===== src/rtl/pwm_chan_pkg.sv =====
package pwm_chan_pkg;
  localparam int ADDR_W = 3;

  typedef enum logic [ADDR_W-1:0] {
    A_CTRL   = 3'd0,
    A_CLKCFG = 3'd1,
    A_CNTBUF = 3'd2,
    A_CMPBUF = 3'd3,
    A_CNTOBS = 3'd4,
    A_IRQST  = 3'd5
  } reg_addr_e;

  // control word, LSB first: start, manual load, auto reload, invert, irq enable
  typedef struct packed {
    logic irq_en;
    logic invert;
    logic auto_rl;
    logic manual;
    logic start;
  } ctrl_t;
endpackage


===== src/rtl/pwm_tick_gen.sv =====
module pwm_tick_gen #(
  parameter int PRE_W   = 8,
  parameter int SEL_W   = 3,
  parameter int NUM_DIV = 5
) (
  input  logic             clk,
  input  logic             rst_n,
  input  logic             run,
  input  logic [PRE_W-1:0] prescale,
  input  logic [SEL_W-1:0] div_sel,
  output logic             tick
);
  localparam int DIVC_W = NUM_DIV - 1;
  localparam logic [SEL_W-1:0] MAX_SEL = SEL_W'(NUM_DIV - 1);

  logic [PRE_W-1:0]  pre_q, pre_n;
  logic [DIVC_W-1:0] div_q, div_n;
  logic [DIVC_W-1:0] mask;
  logic [SEL_W-1:0]  sel_eff;
  logic              pre_wrap;

  assign sel_eff = (div_sel > MAX_SEL) ? MAX_SEL : div_sel;

  generate
    for (genvar i = 0; i < DIVC_W; i++) begin : g_mask
      assign mask[i] = (sel_eff > SEL_W'(i));
    end
  endgenerate

  assign pre_wrap = run && (pre_q >= prescale);
  assign tick     = pre_wrap && ((div_q & mask) == mask);

  always_comb begin
    pre_n = pre_q;
    div_n = div_q;
    if (!run) begin
      pre_n = '0;
      div_n = '0;
    end else if (pre_wrap) begin
      pre_n = '0;
      div_n = tick ? '0 : div_q + DIVC_W'(1);
    end else begin
      pre_n = pre_q + PRE_W'(1);
    end
  end

  always_ff @(posedge clk or negedge rst_n) begin
    if (!rst_n) begin
      pre_q <= '0;
      div_q <= '0;
    end else begin
      pre_q <= pre_n;
      div_q <= div_n;
    end
  end

  AST_TICK_GAP: assert property (@(posedge clk) disable iff (!rst_n)
    (tick && (prescale != '0)) |=> !tick) else $error("tick gap");
  AST_RUN_RESTART: assert property (@(posedge clk) disable iff (!rst_n)
    (run && $past(!run) && (prescale != '0)) |-> !tick) else $error("restart");
endmodule


===== src/rtl/pwm_chan_regs.sv =====
module pwm_chan_regs
  import pwm_chan_pkg::*;
#(
  parameter int DATA_W = 32,
  parameter int PRE_W  = 8,
  parameter int SEL_W  = 3
) (
  input  logic              clk,
  input  logic              rst_n,
  input  logic              wr,
  input  logic [ADDR_W-1:0] addr,
  input  logic [DATA_W-1:0] wdata,
  output logic [DATA_W-1:0] rdata,
  input  logic [DATA_W-1:0] cnt_obs,
  input  logic              zero_evt,
  input  logic              oneshot_done,
  output ctrl_t             ctrl,
  output logic [PRE_W-1:0]  prescale,
  output logic [SEL_W-1:0]  div_sel,
  output logic [DATA_W-1:0] cnt_buf,
  output logic [DATA_W-1:0] cmp_buf,
  output logic              irq_pulse
);
  localparam int CTRL_W = $bits(ctrl_t);

  ctrl_t             ctrl_q, ctrl_n;
  logic [PRE_W-1:0]  pre_q, pre_n;
  logic [SEL_W-1:0]  sel_q, sel_n;
  logic [DATA_W-1:0] cbuf_q, cbuf_n;
  logic [DATA_W-1:0] mbuf_q, mbuf_n;
  logic              pend_q, pend_n;
  logic              irq_q, irq_n;
  logic              irq_set, irq_clr;

  assign irq_set = zero_evt && ctrl_q.irq_en;
  assign irq_clr = wr && (addr == A_IRQST) && wdata[0];

  always_comb begin
    ctrl_n = ctrl_q;
    pre_n  = pre_q;
    sel_n  = sel_q;
    cbuf_n = cbuf_q;
    mbuf_n = mbuf_q;
    if (wr) begin
      case (addr)
        A_CTRL:   ctrl_n = ctrl_t'(wdata[CTRL_W-1:0]);
        A_CLKCFG: begin
          pre_n = wdata[PRE_W-1:0];
          sel_n = wdata[PRE_W+SEL_W-1:PRE_W];
        end
        A_CNTBUF: cbuf_n = wdata;
        A_CMPBUF: mbuf_n = wdata;
        default:  ;
      endcase
    end
    if (oneshot_done) ctrl_n.start = 1'b0;
    pend_n = (pend_q && !irq_clr) || irq_set;
    irq_n  = irq_set;
  end

  always_ff @(posedge clk or negedge rst_n) begin
    if (!rst_n) begin
      ctrl_q <= '0;
      pre_q  <= '0;
      sel_q  <= '0;
      cbuf_q <= '0;
      mbuf_q <= '0;
      pend_q <= 1'b0;
      irq_q  <= 1'b0;
    end else begin
      ctrl_q <= ctrl_n;
      pre_q  <= pre_n;
      sel_q  <= sel_n;
      cbuf_q <= cbuf_n;
      mbuf_q <= mbuf_n;
      pend_q <= pend_n;
      irq_q  <= irq_n;
    end
  end

  always_comb begin
    rdata = '0;
    case (addr)
      A_CTRL:   rdata[CTRL_W-1:0] = ctrl_q;
      A_CLKCFG: begin
        rdata[PRE_W-1:0]             = pre_q;
        rdata[PRE_W+SEL_W-1:PRE_W]   = sel_q;
      end
      A_CNTBUF: rdata = cbuf_q;
      A_CMPBUF: rdata = mbuf_q;
      A_CNTOBS: rdata = cnt_obs;
      A_IRQST:  rdata[0] = pend_q;
      default:  rdata = '0;
    endcase
  end

  assign ctrl      = ctrl_q;
  assign prescale  = pre_q;
  assign div_sel   = sel_q;
  assign cnt_buf   = cbuf_q;
  assign cmp_buf   = mbuf_q;
  assign irq_pulse = irq_q;

  AST_IRQ_PENDING: assert property (@(posedge clk) disable iff (!rst_n)
    irq_q |-> pend_q) else $error("irq without pending");
  AST_W1C_CLEARS: assert property (@(posedge clk) disable iff (!rst_n)
    (irq_clr && !irq_set) |=> !pend_q) else $error("w1c");
  AST_ONESHOT_STOP: assert property (@(posedge clk) disable iff (!rst_n)
    oneshot_done |=> !ctrl_q.start) else $error("one-shot stop");
  AST_NO_IRQ_DISABLED: assert property (@(posedge clk) disable iff (!rst_n)
    (!ctrl_q.irq_en) |=> !irq_q) else $error("irq while disabled");
endmodule


===== src/rtl/pwm_chan_core.sv =====
module pwm_chan_core #(
  parameter int CNT_W = 32
) (
  input  logic             clk,
  input  logic             rst_n,
  input  logic             tick,
  input  logic             start,
  input  logic             manual,
  input  logic             auto_rl,
  input  logic             invert,
  input  logic [CNT_W-1:0] cnt_buf,
  input  logic [CNT_W-1:0] cmp_buf,
  output logic [CNT_W-1:0] cnt_obs,
  output logic             pwm_out,
  output logic             zero_evt,
  output logic             oneshot_done
);
  logic [CNT_W-1:0] cnt_q, cnt_n;
  logic [CNT_W-1:0] cmp_q, cmp_n;
  logic [CNT_W-1:0] cnt_dec;
  logic             raw_q, raw_n;
  logic             step;

  assign step         = tick && start && !manual;
  assign zero_evt     = step && (cnt_q == '0);
  assign oneshot_done = zero_evt && !auto_rl;
  assign cnt_dec      = cnt_q - CNT_W'(1);

  always_comb begin
    cnt_n = cnt_q;
    cmp_n = cmp_q;
    raw_n = raw_q;
    if (manual) begin
      cnt_n = cnt_buf;
      cmp_n = cmp_buf;
      raw_n = 1'b0;
    end else if (zero_evt) begin
      raw_n = 1'b0;
      if (auto_rl) begin
        cnt_n = cnt_buf;
        cmp_n = cmp_buf;
      end
    end else if (step) begin
      cnt_n = cnt_dec;
      if (cnt_dec == cmp_q) raw_n = 1'b1;
    end
  end

  always_ff @(posedge clk or negedge rst_n) begin
    if (!rst_n) begin
      cnt_q <= '0;
      cmp_q <= '0;
      raw_q <= 1'b0;
    end else begin
      cnt_q <= cnt_n;
      cmp_q <= cmp_n;
      raw_q <= raw_n;
    end
  end

  assign cnt_obs = cnt_q;
  assign pwm_out = raw_q ^ invert;

  AST_DECREMENT: assert property (@(posedge clk) disable iff (!rst_n)
    (step && cnt_q != '0) |=> (cnt_q == $past(cnt_q) - CNT_W'(1))) else $error("decrement");
  AST_RELOAD: assert property (@(posedge clk) disable iff (!rst_n)
    (zero_evt && auto_rl) |=> (cnt_q == $past(cnt_buf) && cmp_q == $past(cmp_buf))) else $error("reload");
  AST_MANUAL_LOAD: assert property (@(posedge clk) disable iff (!rst_n)
    manual |=> (cnt_q == $past(cnt_buf) && !raw_q)) else $error("manual load");
  AST_HOLD_IDLE: assert property (@(posedge clk) disable iff (!rst_n)
    (!start && !manual) |=> $stable(cnt_q)) else $error("hold");
  AST_PWM_STABLE: assert property (@(posedge clk) disable iff (!rst_n)
    (!tick && !manual) |=> $stable(raw_q)) else $error("pwm glitch");
  AST_ONESHOT_ZERO: assert property (@(posedge clk) disable iff (!rst_n)
    oneshot_done |=> (cnt_q == '0)) else $error("one-shot zero");
endmodule


===== src/rtl/pwm_timer_chan.sv =====
module pwm_timer_chan
  import pwm_chan_pkg::*;
#(
  parameter int CNT_W   = 32,
  parameter int PRE_W   = 8,
  parameter int SEL_W   = 3,
  parameter int NUM_DIV = 5
) (
  input  logic              clk,
  input  logic              rst_n,
  input  logic              reg_wr,
  input  logic [ADDR_W-1:0] reg_addr,
  input  logic [CNT_W-1:0]  reg_wdata,
  output logic [CNT_W-1:0]  reg_rdata,
  output logic              pwm_out,
  output logic              irq_pulse
);
  logic             rst_meta, rst_sync_n;
  ctrl_t            ctrl;
  logic [PRE_W-1:0] prescale;
  logic [SEL_W-1:0] div_sel;
  logic [CNT_W-1:0] cnt_buf, cmp_buf, cnt_obs;
  logic             tick, run, zero_evt, oneshot_done;

  always_ff @(posedge clk or negedge rst_n) begin
    if (!rst_n) begin
      rst_meta   <= 1'b0;
      rst_sync_n <= 1'b0;
    end else begin
      rst_meta   <= 1'b1;
      rst_sync_n <= rst_meta;
    end
  end

  assign run = ctrl.start && !ctrl.manual;

  pwm_chan_regs #(.DATA_W(CNT_W), .PRE_W(PRE_W), .SEL_W(SEL_W)) u_regs (
    .clk          (clk),
    .rst_n        (rst_sync_n),
    .wr           (reg_wr),
    .addr         (reg_addr),
    .wdata        (reg_wdata),
    .rdata        (reg_rdata),
    .cnt_obs      (cnt_obs),
    .zero_evt     (zero_evt),
    .oneshot_done (oneshot_done),
    .ctrl         (ctrl),
    .prescale     (prescale),
    .div_sel      (div_sel),
    .cnt_buf      (cnt_buf),
    .cmp_buf      (cmp_buf),
    .irq_pulse    (irq_pulse)
  );

  pwm_tick_gen #(.PRE_W(PRE_W), .SEL_W(SEL_W), .NUM_DIV(NUM_DIV)) u_tick (
    .clk      (clk),
    .rst_n    (rst_sync_n),
    .run      (run),
    .prescale (prescale),
    .div_sel  (div_sel),
    .tick     (tick)
  );

  pwm_chan_core #(.CNT_W(CNT_W)) u_core (
    .clk          (clk),
    .rst_n        (rst_sync_n),
    .tick         (tick),
    .start        (ctrl.start),
    .manual       (ctrl.manual),
    .auto_rl      (ctrl.auto_rl),
    .invert       (ctrl.invert),
    .cnt_buf      (cnt_buf),
    .cmp_buf      (cmp_buf),
    .cnt_obs      (cnt_obs),
    .pwm_out      (pwm_out),
    .zero_evt     (zero_evt),
    .oneshot_done (oneshot_done)
  );
endmodule


===== config.mk =====
export PLATFORM = sky130hd
export DESIGN_NAME = pwm_timer_chan
export DESIGN_NICKNAME = d
export VERILOG_FILES = /design/src/rtl/pwm_chan_pkg.sv /design/src/rtl/pwm_tick_gen.sv /design/src/rtl/pwm_chan_regs.sv /design/src/rtl/pwm_chan_core.sv /design/src/rtl/pwm_timer_chan.sv
export SDC_FILE = /design/constraint.sdc
export NUM_CORES = 1
export LEC_CHECK = 0
export BUFFER_PORTS_ARGS = -buffer_cell sky130_fd_sc_hd__buf_2
export CORE_ASPECT_RATIO = 2
export CORE_MARGIN = 2
export CORE_UTILIZATION = 57
export CTS_BUF_LIST = sky130_fd_sc_hd__clkbuf_16
export DETAILED_ROUTE_END_ITERATION = 8
export GPL_TIMING_DRIVEN = 1
export PLACE_DENSITY = 0.76
export SLEW_MARGIN = 15
export SYNTH_ARGS = -nofsm -noshare
export SYNTH_HDL_FRONTEND = slang
export SYNTH_SLANG_ARGS = --single-unit

===== constraint.sdc =====
create_clock -name clk -period 13.2 [get_ports clk]
set_input_delay 1.32 -clock clk [delete_from_list [all_inputs] [get_ports clk]]
set_output_delay 1.32 -clock clk [all_outputs]
set_load 0.01 [all_outputs]

## After elaboration in Yosys (flattened, before gate mapping)

Index checks and enable logic that the tools add are counted.

| storage, ports and cells | value |
|---|---|
| output and inout port bits | 34 |
| register bits | 161 |
| logic and storage cells | 93 |

| operators by class | value |
|---|---|
| order comparisons | 6 |
| equality and inequality tests | 9 |
| multiplexer cells | 24 |
| bitwise logic cells | 2 |
| reduce and logical (&&, ||, !) cells | 31 |
| add/sub/neg operators | 3 |

Operator list:

| operator | number |
|---|---|
| two-way mux 32 bit | 7 |
| one-hot mux 21 bit (3 select lines) | 1 |
| == test 32 bit | 1 |
| zero test 32 bit | 1 |
| subtractor 32 x 1 -> 32 bit (second input constant) | 1 |
| one-hot mux 6 bit (4 select lines) | 1 |
| one-hot mux 4 bit (5 select lines) | 1 |
| two-way mux 8 bit | 2 |
| AND reduction 2 bit | 8 |
| two-way mux 4 bit | 3 |
| logical AND 1 bit | 11 |
| adder 8 x 1 -> 8 bit (second input constant) | 1 |
| >= comparator 8 bit | 1 |
| nonzero test 2 bit | 4 |
| two-way mux 1 bit | 7 |
| == test 3 x 2 -> 1 bit (second input constant) | 2 |
| == test 3 bit (second input constant) | 2 |
| greater-than comparator 3 x 1 -> 1 bit (second input constant) | 2 |
| greater-than comparator 3 x 2 -> 1 bit (second input constant) | 2 |
| one-hot mux 1 bit (6 select lines) | 1 |
| nonzero test 3 bit | 2 |
| adder 4 x 1 -> 4 bit (second input constant) | 1 |
| bitwise AND 4 bit | 1 |
| == test 4 bit | 1 |
| 9 further kinds | 11 |

## Logic depth before layout (Yosys ltp)

| logic depth | value |
|---|---|
| depth in word-level cells | 12 |
| mapped depth | 11 |

## Cells and area by module

From an unflattened synthesis, not the netlist that was laid out.

| unflattened totals | value |
|---|---|
| cell total of the unflattened synthesis | 855 |
| area, all modules | 9200.1 µm² |

Modules (own cells, without submodules):

| module | cells an instance | area each (µm²) | times used | sequential area each (µm²) |
|---|---|---|---|---|
| pwm_chan_core | 475 | 4301.6 | 1 | 1626.6 |
| pwm_chan_regs | 285 | 3973.8 | 1 | 2052.0 |
| pwm_tick_gen | 91 | 857.1 | 1 | 300.3 |
| pwm_timer_chan | 4 | 67.6 | 1 | 50.0 |

## Least setup slack after synthesis

OpenSTA, ideal clock, no wires.

| timing | value |
|---|---|
| path kind | input -> output |
| from | input reg_addr[0] |
| to | output reg_rdata[0] |
| path buffers | 3 |
| cell stages on the path | 5 |
| required time | 11.880 ns |
| slack | 9.086 ns |
| arrival time | 2.794 ns |
| cells stage by stage | clkbuf_1 clkbuf_1 clkbuf_1 mux2i_1 o31ai_1 |

| on the way | value |
|---|---|
| word-level cells in the longest chain between the ends | 2 |

RTL lines:

| what | line | RTL |
|---|---|---|
| from (decl) | pwm_timer_chan.sv:12 | `input logic [ADDR_W-1:0] reg_addr,` |
| == test 3 bit (tied with other cells) | pwm_chan_regs.sv:83 | `case (addr)` |
| one-hot mux 1 bit (6 select lines) (*) | pwm_chan_regs.sv:83 |  |
| to (decl) | pwm_timer_chan.sv:14 | `output logic [CNT_W-1:0] reg_rdata,` |

Every way passes the cells marked *; elsewhere a longest branch is shown, timed or not.

## Worst setup path after layout

| timing | value |
|---|---|
| from | input reg_addr[1] |
| to | output reg_rdata[12] |

| on the way | value |
|---|---|
| word-level cells in the longest chain between the ends | 2 |

RTL lines:

| what | line |
|---|---|
| == test 3 bit or == test 3 x 2 -> 1 bit (tied branches) | pwm_chan_regs.sv:83 |
| one-hot mux 21 bit (3 select lines) (*) | pwm_chan_regs.sv:83 |

Marked as above.

==> results.txt <==
----------------------------------------------------
[Status]
  Result of the run ... finished, final reports clean

[Synth]
  Post-synth net total ... 954
  FF+latch count, synth ... 161
  Post-synth EDFFs ... 0
  Most used DFF post-synth ... sky130_fd_sc_hd__dfrtp_1
  Async SR Flop Fraction ... 1.00
  Yosys synthesis warning count ... 0
  Register area share after synthesis ... 0.438
  Synthesized instance count ... 904
  Number of distinct library cells after synthesis ... 67
  Leading cell types by total area after synthesis ... sky130_fd_sc_hd__dfrtp_1 44%, sky130_fd_sc_hd__mux2_2 9.6%, sky130_fd_sc_hd__mux2_4 4.7%
  Syn avg cell area ... 10.2 sq um
  Top-area cell type share of the netlist area ... 0.438
  Cell type with the largest total area after synthesis ... sky130_fd_sc_hd__dfrtp_1
  Cell area after synthesis ... 9190 sq um

[Global routing]
  Total Routing Usage GR ... 0.292
  Largest net degree at the start of global routing ... 77
  Global-route wire length before repair ... 38700 um
  Number of antenna violations at the first check in global routing ... 0
  GRT overflow ... 0
  Number of global-route vias before repair ... 7413

[Setup path]
  Worst EP required ... 11.88 ns
  Category of the worst setup path launch point ... primary input
  Cells traversed along the worst timing path ... buf_2, nand2_1, o21ai_0, buf_2
  R2r setup slk ... 9.25 ns
  Kind of critical path ... in2out
  Crit path max-delay cell type ... sky130_fd_sc_hd__nand2_1
  CP peak stage delay ... 0.67 ns
  Dominant cell type by count on the critical path ... sky130_fd_sc_hd__buf_2
  Maximum fanout along the worst path ... 28
  Crit. End Element ... output pin
  Critical path data arrival time ... 3.03 ns

[STA]
  Final-report max-slew violation count ... 0
  Worst slew slack as a fraction of its limit ... 0.337
  Unrepaired setup endpoints after global routing ... no
  Max Clock Skew ... 0.0125 ns
  Final count of negative-setup-slack endpoints ... 0
  Tmin final ... 4.35 ns
  Period utilisation layout ... 0.329
  TNS Setup ... 0 ns
  Highest Clock Rate ... 230 MHz
  Number of hold-slack violations in the final timing report ... 0
  Slew at the pin with the worst max-slew slack ... 0.995 ns

[Clock network]
  Library cell used as clock root buffer ... sky130_fd_sc_hd__clkbuf_16
  Resize count post-CTS ... 0
  Clock network latency to the later pin of the worst-skew pair ... 0.44 ns
  Clock-pin slew on the worst setup and hold paths ... 0.07 ns
  Hold buffer count at cts ... 0
  TritonCTS buffer count ... 17
  Count of clock tree sinks ... 161
  Number of buffers between clock root and the deepest sink ... 2
  # H-tree levels ... 4
  TritonCTS clock tree ... done
  Post CTS Setup Buffer Count ... 0

[Cells and area]
  Area of combinational cells with multiple inputs ... 4750 sq um
  Most common cell after layout, fill and taps aside ... sky130_fd_sc_hd__dfrtp_1
  Final net count ... 991
  Synth-to-Final Area Change ... 11.4%
  Count of filler cells inserted in the layout ... 1294
  Final core utilization ... 0.649
  Reg area ... 4030 sq um
  Commonest non-fill, non-tap cells in the layout ... 160 x sky130_fd_sc_hd__dfrtp_1, 80 x sky130_fd_sc_hd__o21ai_0, 78 x sky130_fd_sc_hd__mux2_2
  # diodes ... 0
  Share of final-layout standard cells stronger than drive strength 1 ... 0.260

[Worst hold path]
  Worst min path class ... reg2async

[Die]
  Standard-cell row count ... 65
  Core Area ... 15800 sq um
  Initial core utilization ... 0.583
  Total Die Area ... 17200 sq um
  Io pins ... 72
  Die H ... 184 um
  Die width ... 93.8 um

[Routing]
  Routed WL ... 23800 um
  DRC violations left ... 0
  Average wire per standard cell ... 20.6 um
  Number of design-rule violations left by the first detailed-router iteration ... 386
  Number of detailed-routing iterations run before antenna repair ... 7
  Remaining antenna violation count ... 0
  Vias/cell ... 6.24
  Vias ... 7211

[Pwr]
  Leakage power total ... 4.38 nW
  Max IR drop VDD ... 0.109 mV
  Cell Pwr Density ... 202 nW/um^2

[Placed design]
  Count of input and output buffers ... 71
  Final Wtd Congestion ... 0.962
  HPWL after DPL ... 16700 um

[Run]
  Max_cap viols ... 0

----------------------------------------------------
## metal layers
metal	global-route usage	vias up	share of wire
li1	-	3336	-
met1	0.314	3599	0.36
met2	0.536	195	0.56
met3	0.0344	81	0.028
met4	0.171	0	0.051
met5	0	-	0
## through the flow
step	total power [mW]	cells	hold WS, ns	area, sq um	setup WS, ns
CTS	2.07	1155	0.140	10200	8.85
global placement	1.50	1123	0.140	9600	8.86
global route	2.18	1155	0.158	10200	8.69
finish	2.07	1155	0.138	10200	8.85
floorplan	1.34	904	0.331	9190	8.38
detailed placement	1.52	1123	0.139	9600	8.72
## critical path, delay by kind of cell
kind | cells | cell delay, ns
AO/OA/AOI/OAI | 1 | 0.37
AND/OR/NAND/NOR | 1 | 0.67
buffers and inverters | 2 | 0.64
## Yosys cell counts (4+ instances only)
cell type                  number
sky130_fd_sc_hd__nor2_1        44
sky130_fd_sc_hd__nand2_1       68
sky130_fd_sc_hd__buf_2         14
sky130_fd_sc_hd__nand3b_1       4
sky130_fd_sc_hd__mux2i_1       30
sky130_fd_sc_hd__ha_1          12
sky130_fd_sc_hd__buf_6          7
sky130_fd_sc_hd__a22oi_1       13
sky130_fd_sc_hd__nor3_1        15
sky130_fd_sc_hd__o22ai_1        8
sky130_fd_sc_hd__o21ai_1       17
sky130_fd_sc_hd__nor2b_1        5
sky130_fd_sc_hd__nor4_2         5
sky130_fd_sc_hd__a21oi_1       53
sky130_fd_sc_hd__nand4_1       18
sky130_fd_sc_hd__dfrtp_1      161
sky130_fd_sc_hd__buf_1          5
sky130_fd_sc_hd__clkbuf_1      39
sky130_fd_sc_hd__mux2_2        78
sky130_fd_sc_hd__a211oi_1       4
sky130_fd_sc_hd__nor4_1        11
sky130_fd_sc_hd__xnor2_1       28
sky130_fd_sc_hd__nand3_1       35
sky130_fd_sc_hd__xor2_1        23
sky130_fd_sc_hd__mux2_4        29
sky130_fd_sc_hd__or3_1          4
sky130_fd_sc_hd__o21ai_0       80
sky130_fd_sc_hd__or4_1          5
sky130_fd_sc_hd__inv_1         29
## state kept, by name, indices dropped and copies added (netlist names), 3 cells and up
signal	count
u_regs.cmp_buf	32
u_regs.cnt_buf	32
u_core.cnt_obs	32
u_tick.div_q	4
u_core.cmp_q	32
u_regs.prescale	8
u_regs.div_sel	3
u_tick.pre_q	8
u_regs.ctrl	5
## report_power, final
group	internal, mW	switching [mW]	leakage, nW	total (mW)
sequential	0.643	0.219	1.95	0.862
clock	0.334	0.207	0.298	0.541
combinational	0.323	0.343	2.13	0.667
## area by class of cell
| class | count | share of cell area |
|---|---|---|
| Tap cell | 201 | 0.0246 |
| Multi-Input combinational cell | 647 | 0.463 |
| Timing Repair Buffer | 85 | 0.0450 |
| Sequential cell | 161 | 0.394 |
| Inverter | 29 | 0.0106 |
| Clock inverter | 15 | 0.0211 |
| Clock buffer | 17 | 0.0415 |
## cells by family after synthesis
family	count (synthesis)	share of synthesized area
AND/OR/NAND/NOR	241	0.138
flip-flops	161	0.438
multiplexers	139	0.181
AO/OA/AOI/OAI	203	0.131
buffers and inverters	96	0.0476
adder cells (fa/ha/maj)	12	0.0163
other	1	0.000408
XOR/XNOR	51	0.0486
## path summary, 6_finish.rpt
check	from	endpoint	cells after the start
setup / recovery	reg_addr[1]	reg_rdata[12]	4
hold / removal	rst_sync_n	u_regs.cmp_buf[0]	0
setup reg to reg	u_tick.pre_q[0]	u_core.cmp_q[13]	10
hold reg to reg	rst_sync_n	u_regs.cmp_buf[0]	0
max in group asynchronous	rst_sync_n	u_regs.cmp_buf[12]	1
min in group clk	rst_meta	rst_sync_n	0
(Power assumes the default switching activity.)
